--- src/rtl/retaddr_guard_pkg.sv ---
package retaddr_guard_pkg;

  typedef enum logic [1:0] {
    OP_IDLE = 2'd0,
    OP_CALL = 2'd1,
    OP_RET  = 2'd2
  } guard_op_e;

  // Return strobe has priority; a simultaneous call is dropped.
  function automatic guard_op_e decode_op(input logic call, input logic ret);
    if (ret)       return OP_RET;
    else if (call) return OP_CALL;
    else           return OP_IDLE;
  endfunction

endpackage

--- src/rtl/retaddr_guard_stack.sv ---
module retaddr_guard_stack #(
  parameter int unsigned DEPTH = 32,
  parameter int unsigned AW    = 32
) (
  input  logic          clk_i,
  input  logic          rst_ni,
  input  logic          push_i,
  input  logic          pop_i,
  input  logic [AW-1:0] wdata_i,
  output logic [AW-1:0] top_o,
  output logic          empty_o,
  output logic          ovf_o
);

  localparam int unsigned PW = (DEPTH > 1) ? $clog2(DEPTH) : 1;
  localparam int unsigned CW = $clog2(DEPTH + 1);
  localparam logic [PW-1:0] LAST_IDX = PW'(DEPTH - 1);
  localparam logic [CW-1:0] FULL_CNT = CW'(DEPTH);

  logic [PW-1:0] wr_q, wr_d, rd_idx;
  logic [CW-1:0] cnt_q, cnt_d;
  logic          full;
  logic [AW-1:0] slot_w [DEPTH];

  assign full    = (cnt_q == FULL_CNT);
  assign empty_o = (cnt_q == '0);
  assign ovf_o   = push_i && full;
  assign rd_idx  = (wr_q == '0) ? LAST_IDX : (wr_q - PW'(1));
  assign top_o   = slot_w[rd_idx];

  // Circular write pointer: a push on a full stack overwrites the oldest slot.
  always_comb begin
    wr_d  = wr_q;
    cnt_d = cnt_q;
    if (push_i) begin
      wr_d = (wr_q == LAST_IDX) ? '0 : (wr_q + PW'(1));
      if (!full) cnt_d = cnt_q + CW'(1);
    end else if (pop_i && !empty_o) begin
      wr_d  = rd_idx;
      cnt_d = cnt_q - CW'(1);
    end
  end

  always_ff @(posedge clk_i or negedge rst_ni) begin
    if (!rst_ni) begin
      wr_q  <= '0;
      cnt_q <= '0;
    end else begin
      wr_q  <= wr_d;
      cnt_q <= cnt_d;
    end
  end

  generate
    for (genvar g = 0; g < DEPTH; g++) begin : g_slot
      logic          slot_en;
      logic [AW-1:0] slot_q;
      assign slot_en = push_i && (wr_q == PW'(g));
      always_ff @(posedge clk_i) begin
        if (slot_en) slot_q <= wdata_i;
      end
      assign slot_w[g] = slot_q;
    end
  endgenerate

endmodule

--- src/rtl/retaddr_guard_eval.sv ---
module retaddr_guard_eval
  import retaddr_guard_pkg::*;
#(
  parameter int unsigned AW     = 32,
  parameter int unsigned OW     = 12,
  parameter int unsigned RA_INC = 2
) (
  input  guard_op_e     op_i,
  input  logic          empty_i,
  input  logic [AW-1:0] top_i,
  input  logic [AW-1:0] mem_tgt_i,
  input  logic [AW-1:0] pc_i,
  input  logic [OW-1:0] offs_i,
  output logic          push_o,
  output logic          pop_o,
  output logic          match_o,
  output logic          trap_o,
  output logic [AW-1:0] ra_o,
  output logic [AW-1:0] tgt_o
);

  logic          is_ret;
  logic [AW-1:0] offs_ext;

  assign offs_ext = {{(AW-OW){offs_i[OW-1]}}, offs_i};
  assign ra_o     = pc_i + AW'(RA_INC);
  assign tgt_o    = pc_i + offs_ext;

  assign is_ret  = (op_i == OP_RET);
  assign push_o  = (op_i == OP_CALL);
  assign pop_o   = is_ret && !empty_i;
  assign match_o = is_ret && !empty_i && (top_i == mem_tgt_i);
  assign trap_o  = is_ret && !match_o;

endmodule

--- src/rtl/retaddr_guard_outs.sv ---
module retaddr_guard_outs #(
  parameter int unsigned AW = 32
) (
  input  logic          clk_i,
  input  logic          rst_ni,
  input  logic          call_i,
  input  logic          match_i,
  input  logic          trap_i,
  input  logic          ovf_i,
  input  logic          clr_i,
  input  logic [AW-1:0] tgt_i,
  input  logic [AW-1:0] ra_i,
  input  logic [AW-1:0] mem_tgt_i,
  output logic          pc_we_o,
  output logic [AW-1:0] pc_wdata_o,
  output logic          lr_we_o,
  output logic [AW-1:0] lr_wdata_o,
  output logic          trap_o,
  output logic          trap_flag_o,
  output logic          ovf_flag_o
);

  logic          pc_we_d, lr_we_d, trap_d, tflag_d, oflag_d;
  logic [AW-1:0] pc_wd_d;

  always_comb begin
    pc_we_d = call_i || match_i;
    pc_wd_d = call_i ? tgt_i : mem_tgt_i;
    lr_we_d = call_i;
    trap_d  = trap_i;
    // New events win over a clear in the same cycle.
    tflag_d = trap_i || (trap_flag_o && !clr_i);
    oflag_d = ovf_i  || (ovf_flag_o  && !clr_i);
  end

  always_ff @(posedge clk_i or negedge rst_ni) begin
    if (!rst_ni) begin
      pc_we_o     <= 1'b0;
      lr_we_o     <= 1'b0;
      trap_o      <= 1'b0;
      trap_flag_o <= 1'b0;
      ovf_flag_o  <= 1'b0;
    end else begin
      pc_we_o     <= pc_we_d;
      lr_we_o     <= lr_we_d;
      trap_o      <= trap_d;
      trap_flag_o <= tflag_d;
      ovf_flag_o  <= oflag_d;
    end
  end

  always_ff @(posedge clk_i or negedge rst_ni) begin
    if (!rst_ni) begin
      pc_wdata_o <= '0;
      lr_wdata_o <= '0;
    end else begin
      if (pc_we_d) pc_wdata_o <= pc_wd_d;
      if (lr_we_d) lr_wdata_o <= ra_i;
    end
  end

endmodule

--- src/rtl/retaddr_guard.sv ---
module retaddr_guard
  import retaddr_guard_pkg::*;
#(
  parameter int unsigned AW     = 32,
  parameter int unsigned OW     = 12,
  parameter int unsigned DEPTH  = 32,
  parameter int unsigned RA_INC = 2
) (
  input  logic          clk_i,
  input  logic          rst_ni,
  input  logic          call_i,
  input  logic          ret_i,
  input  logic [AW-1:0] pc_i,
  input  logic [OW-1:0] offs_i,
  input  logic [AW-1:0] mem_tgt_i,
  input  logic          clr_i,
  output logic          pc_we_o,
  output logic [AW-1:0] pc_wdata_o,
  output logic          lr_we_o,
  output logic [AW-1:0] lr_wdata_o,
  output logic          trap_o,
  output logic          trap_flag_o,
  output logic          ovf_flag_o
);

  guard_op_e     op;
  logic          push, pop, match, trap, empty, ovf;
  logic [AW-1:0] top, ra, tgt;

  assign op = decode_op(call_i, ret_i);

  retaddr_guard_stack #(.DEPTH(DEPTH), .AW(AW)) u_stack (
    .clk_i   (clk_i),
    .rst_ni  (rst_ni),
    .push_i  (push),
    .pop_i   (pop),
    .wdata_i (ra),
    .top_o   (top),
    .empty_o (empty),
    .ovf_o   (ovf)
  );

  retaddr_guard_eval #(.AW(AW), .OW(OW), .RA_INC(RA_INC)) u_eval (
    .op_i      (op),
    .empty_i   (empty),
    .top_i     (top),
    .mem_tgt_i (mem_tgt_i),
    .pc_i      (pc_i),
    .offs_i    (offs_i),
    .push_o    (push),
    .pop_o     (pop),
    .match_o   (match),
    .trap_o    (trap),
    .ra_o      (ra),
    .tgt_o     (tgt)
  );

  retaddr_guard_outs #(.AW(AW)) u_outs (
    .clk_i       (clk_i),
    .rst_ni      (rst_ni),
    .call_i      (push),
    .match_i     (match),
    .trap_i      (trap),
    .ovf_i       (ovf),
    .clr_i       (clr_i),
    .tgt_i       (tgt),
    .ra_i        (ra),
    .mem_tgt_i   (mem_tgt_i),
    .pc_we_o     (pc_we_o),
    .pc_wdata_o  (pc_wdata_o),
    .lr_we_o     (lr_we_o),
    .lr_wdata_o  (lr_wdata_o),
    .trap_o      (trap_o),
    .trap_flag_o (trap_flag_o),
    .ovf_flag_o  (ovf_flag_o)
  );

endmodule

--- config.mk ---
export PLATFORM = sky130hd
export DESIGN_NAME = retaddr_guard
export DESIGN_NICKNAME = d
export VERILOG_FILES = /design/src/rtl/retaddr_guard_pkg.sv /design/src/rtl/retaddr_guard_stack.sv /design/src/rtl/retaddr_guard_eval.sv /design/src/rtl/retaddr_guard_outs.sv /design/src/rtl/retaddr_guard.sv
export SDC_FILE = /design/constraint.sdc
export NUM_CORES = 1
export LEC_CHECK = 0
export BUFFER_PORTS_ARGS = -buffer_cell sky130_fd_sc_hd__buf_4
export CORE_MARGIN = 3
export CORE_UTILIZATION = 40
export CTS_BUF_LIST = sky130_fd_sc_hd__clkbuf_2 sky130_fd_sc_hd__clkbuf_4 sky130_fd_sc_hd__clkbuf_8
export DETAILED_ROUTE_END_ITERATION = 10
export MAX_ROUTING_LAYER = met4
export SLEW_MARGIN = 10
export SYNTH_ARGS = -nofsm -noshare
export SYNTH_HDL_FRONTEND = slang
export SYNTH_SLANG_ARGS = --single-unit
--- constraint.sdc ---
create_clock -name clk_i -period 14.1 [get_ports clk_i]
set_input_delay 2.82 -clock clk_i [delete_from_list [all_inputs] [get_ports clk_i]]
set_output_delay 2.82 -clock clk_i [all_outputs]
set_load 0.005 [all_outputs]
==> results.txt, run 1 <==
- Using the TritonRoute via totals, the vias-per-cell ratio works out to approximately 6.
- Category of the worst setup path launch point: flop
- Summed over all cells, the static leakage comes to 18.0 nW.
- Peak ir drop on the vdd network: about 0.21 mV
* Biggest cell delay along the critical path: around 1000 ps
- Dividing the synthesized area by the synthesized cell count gives 17.2 um2.
* Post-layout minimum cycle time: around 8000 ps
- The number of max-slew violations in the final report is 0.
- Max Cap Viol: 0
* Count of synthesis-stage warnings from yosys: 0
* Status: complete, no violations
* Cell with the biggest individual delay on the critical path: ha_4
- In the final layout, the share of cells above drive strength 1 is approximately a quarter.
- During placement, the flow inserted port buffers numbering ~150.
* Buffers and inverters on the worst path: 5
- Hold_buf cts: 0
* Worst setup path category: reg -> reg
- Along the worst path, the maximum fanout reaches 77.
- For this run, the detailed router's first-pass iteration total came to 6.
- Number of placement rows: 124
- edfxtp_1 is the most common cell in the netlist.
- During I/O placement, the number of pins put on the boundary was 150.
* Core area: 115,000 um2
* Register bit count reported by yosys: 1,104
* Part of the Yosys area used for sequential elements: 70.0%
* Synth area leader: edfxtp_1
* DR WL/cell: 28.5 um
* Upper clock frequency limit: 125 MHz
- In this run, synthesis inferred 1,024 flip-flops with an integrated enable.
- The floorplan step set the die height to 348 um.
- Synthesis-to-finish area growth: 14.6%
- Data required time at the worst endpoint: around 15,000 ps
- No sink is reached through more buffers than the 3 on the longest clock path.
- Total overflow reported by the global router: 0
- Summed over all layers, the routed wires come to 131,000 um.
- At the end of routability-driven placement, the weighted congestion stood at just under 0.9.
* Critical Path, Cell by Cell: buf_4 > clkinv_1 > ha_4 > buf_4 > buf_4 > mux4_2 > a211oi_1 > nor3_1 > nor4b_1 > nand4_1 > nor4_2 > o21a_1 > buf_4 > nand2_1 > a22o_1
- Logic depth of the worst register-to-register path: 15
- The most used flip-flop cell after synthesis is edfxtp_1.
- The worst setup path is captured at a flop.
- Setup fix buffers added after clock tree synthesis: 0
* Relative slew margins: about a fifth
- At the end of the flow, the number of nets in the layout was roughly 3.1k.
- The min-delay analysis places its worst path in the category reg -> reg.
- Number of nets with antenna violations after detailed routing: 0
- Data arrival time of the critical path: a little under 9000 ps
* Reg2reg start: u_stack.wr_q[0]
- By area the synthesized netlist is led by edfxtp_1, mux4_2, dfrtp_1, mux2i_1, nand2_1.
* Vias in the first global route: ~28k
- In this run the cell area of the synthesized design comes to about 47,000 um2.
- In this run, the number of DRC markers left after iteration 0 of detailed routing was 3,290.
- Gate Count Post-Synth: 2,726
- Worst setup path endpoint: u_outs.trap_flag_o
- Clock tree from TritonCTS: yes
* Period Utilization, post-route: 56.7%
- For the final database, setup skew stands at 62.3 ps.
- In this run the register-to-register setup slack is approximately 6000 ps.
* Die width: approximately 350 um
- Minimum hold slack: approximately 480 ps
- Estimated wirelength of the detail-placed design: approximately 80,000 um
- Final count of negative-setup-slack endpoints: 0
- Clock sink count: 1,104
- Die area: 121,000 um2
- Setup repair after global routing left no endpoint under its margin.
- The clock reaches the later pin of the worst-skew pair after 870 ps.
- The cell family contributing the most delay on the critical path is buffers and inverters.
- The first global-routing pass estimated 191,000 um of wire.
* CTS root buffer: clkbuf_8
* Initial antenna violation count: 9
* Cell Pwr Density: 198 nW/um2
* Number of library cell types mapped by synthesis: 77
- Crit-path most repeated cell: buf_4
* Launching instance or port of the critical path: u_stack.wr_q[0]
- Global routing consumed, over all layers together, 22.3% of the routing resources.
- The H-tree was split into 4 levels.
- Number of stages on the worst setup path: 15
* Finished Cell Area: roughly 54,000 um2
- By count the netlist is led by edfxtp_1, mux4_2, nand2_1.
- Final routed DRC violation total: 0
- For the pin with the worst max-slew slack, the measured transition is 1220 ps.
* Vias: between 20k and 30k
- Fill count: roughly 10k
- The worst register-to-register path ends at u_outs.trap_flag_o.
* Share of the synthesized area in the top cell type: 65.7%
- Reg clk slew, reported paths: about 60 ps
- The number of gates resized after CTS was 0.
- The number of nets handed over by synthesis was 2,852.
- Area after DPL: 50,100 um2
- Starting density of the core: 40.6%
* Clock buffers created by TritonCTS: around 180
- The final hold violation count is 0.
- In the synthesized netlist the async set-or-reset flop fraction comes to 7.25%.
- Setup total negative slack: 0 ps
* Pin count of the biggest net entering global routing: 130
layout make-up:
| cell class | count | area (um2) | area share (%) |
|---|---|---|---|
| Antenna cell | 4 | 10.0 | 0.0187 |
| Multi-Input combinational cell | 1427 | 13600 | 25.4 |
| Clock inverter | 80 | 612 | 1.14 |
| Clock buffer | 234 | 2910 | 5.42 |
| Timing Repair Buffer | 225 | 1730 | 3.22 |
| Tap cell | 1512 | 1890 | 3.53 |
| Inverter | 33 | 124 | 0.231 |
| Sequential cell | 1104 | 32800 | 61.1 |
worst register-to-register path, cell delays in order, from the launching register on:
cell and delay [ps]:
dfrtp_2 330, buf_4 650, clkinv_1 930, ha_4 1050, buf_4 810, buf_4 760, mux4_2 630, a211oi_1 330
nor3_1 100, nor4b_1 430, nand4_1 310, nor4_2 600, o21a_1 210, buf_4 370, nand2_1 190, a22o_1 210
cells by family (layout without fill, tap and decap cells):
kind of cell / after synthesis / count (layout) / share of synthesized area, %
simple gates: 579 / 579 / 6.12
flops: 1104 / 1104 / 70.0
fa+ha+maj: 45 / 45 / 1.24
mux: 328 / 328 / 13.1
xor+xnor: 109 / 109 / 2.04
compound gates: 366 / 366 / 5.30
buf+inv: 195 / 572 / 2.26
other cells: 0 / 4 / 0
power breakdown:
group,total (W),switching [W],internal [W]
Sequential,0.00381,0.0000803,0.00373
Combinational,0.00410,0.00233,0.00178
Clock,0.00274,0.00126,0.00148
placed cells by master (no fill, tap or decap), types with 14 or more instances in the layout:
master / synthesis / routed
edfxtp_1: 1024 / 1024
mux4_2: 225 / 225
buf_4: 27 / 222
nand2_1: 210 / 210
clkbuf_8: 0 / 184
mux2i_1: 94 / 94
dfrtp_1: 80 / 79
nand3_1: 78 / 78
o21ai_0: 71 / 70
nor2_1: 94 / 66
a31oi_1: 56 / 56
nand2b_1: 56 / 55
xnor2_1: 71 / 54
a211oi_1: 50 / 50
clkbuf_4: 0 / 50
a21oi_1: 43 / 43
ha_1: 43 / 42
clkinv_1: 1 / 40
nand4_1: 33 / 33
inv_1: 32 / 30
nor2_4: 0 / 28
xor2_1: 38 / 26
a21o_1: 23 / 23
o21a_1: 24 / 22
clkinv_2: 0 / 21
and3_1: 17 / 17
a22o_1: 17 / 17
nand4b_1: 17 / 17
a22oi_1: 16 / 16
nor3_1: 17 / 15
or3_1: 14 / 14
through the flow:
stage / worst slack (ps) / power [W] / utilization (%) / instances
after floorplan: 8020 / 0.00689 / - / 2726
after global placement: 6020 / 0.00796 / 43.5 / 4301
after detailed placement: 5970 / 0.00800 / 43.5 / 4301
after CTS: 6010 / 0.0107 / 46.5 / 4615
after global routing: 5380 / 0.0112 / 46.5 / 4618
final: 6100 / 0.0106 / 46.5 / 4619
metal layers:
layer	vias up	wire length [um]	GRT usage, %
met4	0	3580	6.94
met3	222	9560	4.08
li1	11400	-	-
met2	1195	64900	36.0
met1	14100	53500	28.8
met5	-	0	-
state kept, by name, summed over array words and instances (netlist names):
| name | flops |
|---|---|
| u_outs.lr_wdata_o | 32 |
| u_outs.lr_we_o | 1 |
| u_outs.ovf_flag_o | 1 |
| u_outs.pc_wdata_o | 32 |
| u_outs.pc_we_o | 1 |
| u_outs.trap_flag_o | 1 |
| u_outs.trap_o | 1 |
| u_stack.cnt_q | 6 |
| u_stack.g_slot.slot_q | 1024 |
| u_stack.wr_q | 5 |
how the worst min path moves through the flow:
stage                                        to                   from  depth (start not counted)
final                     u_outs.lr_wdata_o[17]  u_outs.lr_wdata_o[17]                          2
after global routing           u_stack.cnt_q[5]       u_stack.cnt_q[5]                          1
after CTS                 u_outs.lr_wdata_o[29]  u_outs.lr_wdata_o[29]                          2
after detailed placement  u_outs.lr_wdata_o[29]  u_outs.lr_wdata_o[29]                          2
after global placement    u_outs.lr_wdata_o[22]  u_outs.lr_wdata_o[22]                          2
after floorplan                u_stack.cnt_q[5]       u_stack.cnt_q[5]                          1
Power figures use the tool's default switching activity.
==> run 2: changes to the inputs <==
clock period = 7.34 ns   (was 14.1 ns; I/O delays follow)
==> results.txt, run 2 (same netlist as run 1, synthesis figures left out) <==
* Clock buffers created by TritonCTS: 174
- In this design, the critical path's most frequently occurring cell is buf_4.
* Upper clock frequency limit: about 160 MHz
- H-tree level count: 4
* Unrepaired setup endpoints after global routing: false
* TritonRoute pass-1 iters: 5
* Number of I/O port buffers: 149
* Total power: between 0.02 and 0.025 W
- Total overflow reported by the global router: 0
* Most frequent cells in the layout: edfxtp_1, buf_4, mux4_2
* Estimated wirelength of the detail-placed design: 81,000 um
- Finished Cell Area: about 54,000 um2
* Cell with the biggest individual delay on the critical path: ha_4
- Count of placed standard cells including taps: 4,326
- Area after DPL: 50,200 um2
- Status: complete, no violations
- After clock tree synthesis, the setup repair step added 0 buffers.
- Worst-case setup margin in the final layout: between 1000 and 1500 ps
* Reg clk slew, reported paths: 60 ps
* Starting density of the core: 40.6%
- The worst setup path is of the reg -> reg kind.
- The path class of the tightest hold or removal check is reg -> reg.
* Initial antenna violation count: 7
* Number of hold violations in the final report: 0
* Vias in the first global route: between 20k and 30k
* Number of flip-flops under the largest register name: 1,024
* Number of nets with antenna violations after detailed routing: 0
- Summed over all failing endpoints, the final setup total negative slack is 0 ps.
* Relative slew margins: ~23%
* Non-filler instance count after layout: 4,649
- Cells with a size suffix above 1 make up 26.9% of the layout.
* Last weighted congestion value of the routability-driven placer: 0.893
* Max Cap Viol: 0
- DR WL/cell: 28.5 um
- The analysis attributes to cell leakage a power of 18.1 nW.
- Setup violations remaining at the end of the flow were counted as 0.
* Final routed DRC violation total: 0
- On the worst path, the slowest cell contributes a delay of 820 ps.
- Max FO, Critical Path: 55
- For this design, the sink count on the clock tree is 1,104.
* Pin slew with the least headroom to its limit: 1160 ps
* Net count of the finished layout: 3,116
- Counting flops per register, the top entry is u_stack.g_slot.slot_q.
* Post-layout minimum cycle time: between 6000 and 7000 ps
- Number of placement rows: 124
- At the later pin of the worst-skew pair, clock insertion delay measures 860 ps.
- The die covers 121,000 um2.
- The first routing iteration left 2,910 violations.
* Clock tree from TritonCTS: yes
- After clock tree synthesis, the flow added hold-fix buffers numbering 0.
- Data arrival time of the critical path: ~7000 ps
* Period Utilization, post-route: a little over four fifths
* Max-slew violation count: 0
- First-pass GRT wire length: 192,000 um
* CTS root buffer: clkbuf_8
* Global-route usage over all layers: between 20 and 25%
* Maximum root-to-sink buffer count: 3
* Die width: 348 um
* Data required time at the worst endpoint: 8060 ps
- Peak ir drop on the vdd network: 0.289 mV
- In the final layout, the registers with the most flip-flops are u_stack.g_slot.slot_q: 1024 flops, u_outs.lr_wdata_o: 32 flops, u_outs.pc_wdata_o: 32 flops.
- Post-CTS repair changed the size of 0 cells.
- Entering global routing, the biggest net connects 81 pins.
- Clk_skew: 44.3 ps
- The signal on the critical path passes through clkinv_1 > ha_4 > buf_12 > buf_4 > buf_4 > mux4_2 > mux2i_1 > mux2i_1 > xnor2_1 > nor4b_1 > a31o_2 > and4_1 > buf_4 > nand2_1 > a22o_1.
* Vias: roughly 27k
- Crit. End Element: flop
- After floorplanning, the core was sized to cover 115,000 um2.
* Synthesis-to-finish area growth: 14.7%
- Dividing the detail-routed via count by the number of cells gives 5.82.
- Cell Pwr Density: approximately 380 nW/um2
- Post-place setup slack: 1230 ps
- Category of the worst setup path launch point: flop
- Die Y: between 300 and 400 um
* Top Ports: 150
- Most frequent standard cell in the layout excluding fill and tap cells: edfxtp_1
* Aggregate routed wire length: 133,000 um
==> run 2: through the flow <==
stage / hold WS, ps / utilization (%)
floorplan: 457 / -
global placement: 460 / 43.6
detailed placement: 464 / 43.6
CTS: 481 / 46.6
global route: 497 / 46.6
finish: 478 / 46.6
==> run 2: worst max-delay path: cells and delay by family, from the launching register on <==
| kind | cells | cell delay [ps] |
|---|---|---|
| flip-flops | 1 | 440 |
| multiplexers | 3 | 810 |
| adder cells (fa/ha/maj) | 1 | 820 |
| XOR/XNOR | 1 | 510 |
| buffers and inverters | 5 | 1910 |
| AND/OR/NAND/NOR | 3 | 980 |
| AO/OA/AOI/OAI | 2 | 460 |
==> run 2: path summary, 6_finish.rpt <==
kind | slack [ps] | cells past startpoint | to | startpoint
max in group asynchronous | 6010 | 1 | u_stack.wr_q[0] | rst_ni
min reg2reg | 480 | 2 | u_outs.lr_wdata_o[25] | u_outs.lr_wdata_o[25]
min in group asynchronous | 710 | 1 | u_outs.lr_wdata_o[23] | rst_ni
min | 480 | 2 | u_outs.lr_wdata_o[25] | u_outs.lr_wdata_o[25]
max reg2reg | 1170 | 15 | u_outs.trap_flag_o | u_stack.wr_q[0]
max | 1170 | 15 | u_outs.trap_flag_o | u_stack.wr_q[0]
==> run 2: final cells by class <==
class,instances,area [um2]
Inverter,33,124
Multi-Input combinational cell,1427,13500
Clock inverter,93,632
Sequential cell,1104,32800
Clock buffer,225,2820
Fill cell,9740,61600
Timing Repair Buffer,250,1920
Antenna cell,5,12.5
Tap cell,1512,1890
==> run 2: power breakdown <==
part	leakage [nW]	switching (W)	internal, W
Clock	1.82	0.00242	0.00276
Combinational	6.13	0.00454	0.00351
Sequential	10.1	0.000150	0.00716
==> run 2: per-layer routing <==
layer / track usage (%) / up-vias / wire [um]
li1: - / 11400 / -
met1: 29.9 / 14100 / 54600
met2: 36.0 / 1280 / 64200
met3: 3.78 / 224 / 10200
met4: 6.90 / 0 / 3470
met5: - / - / 0
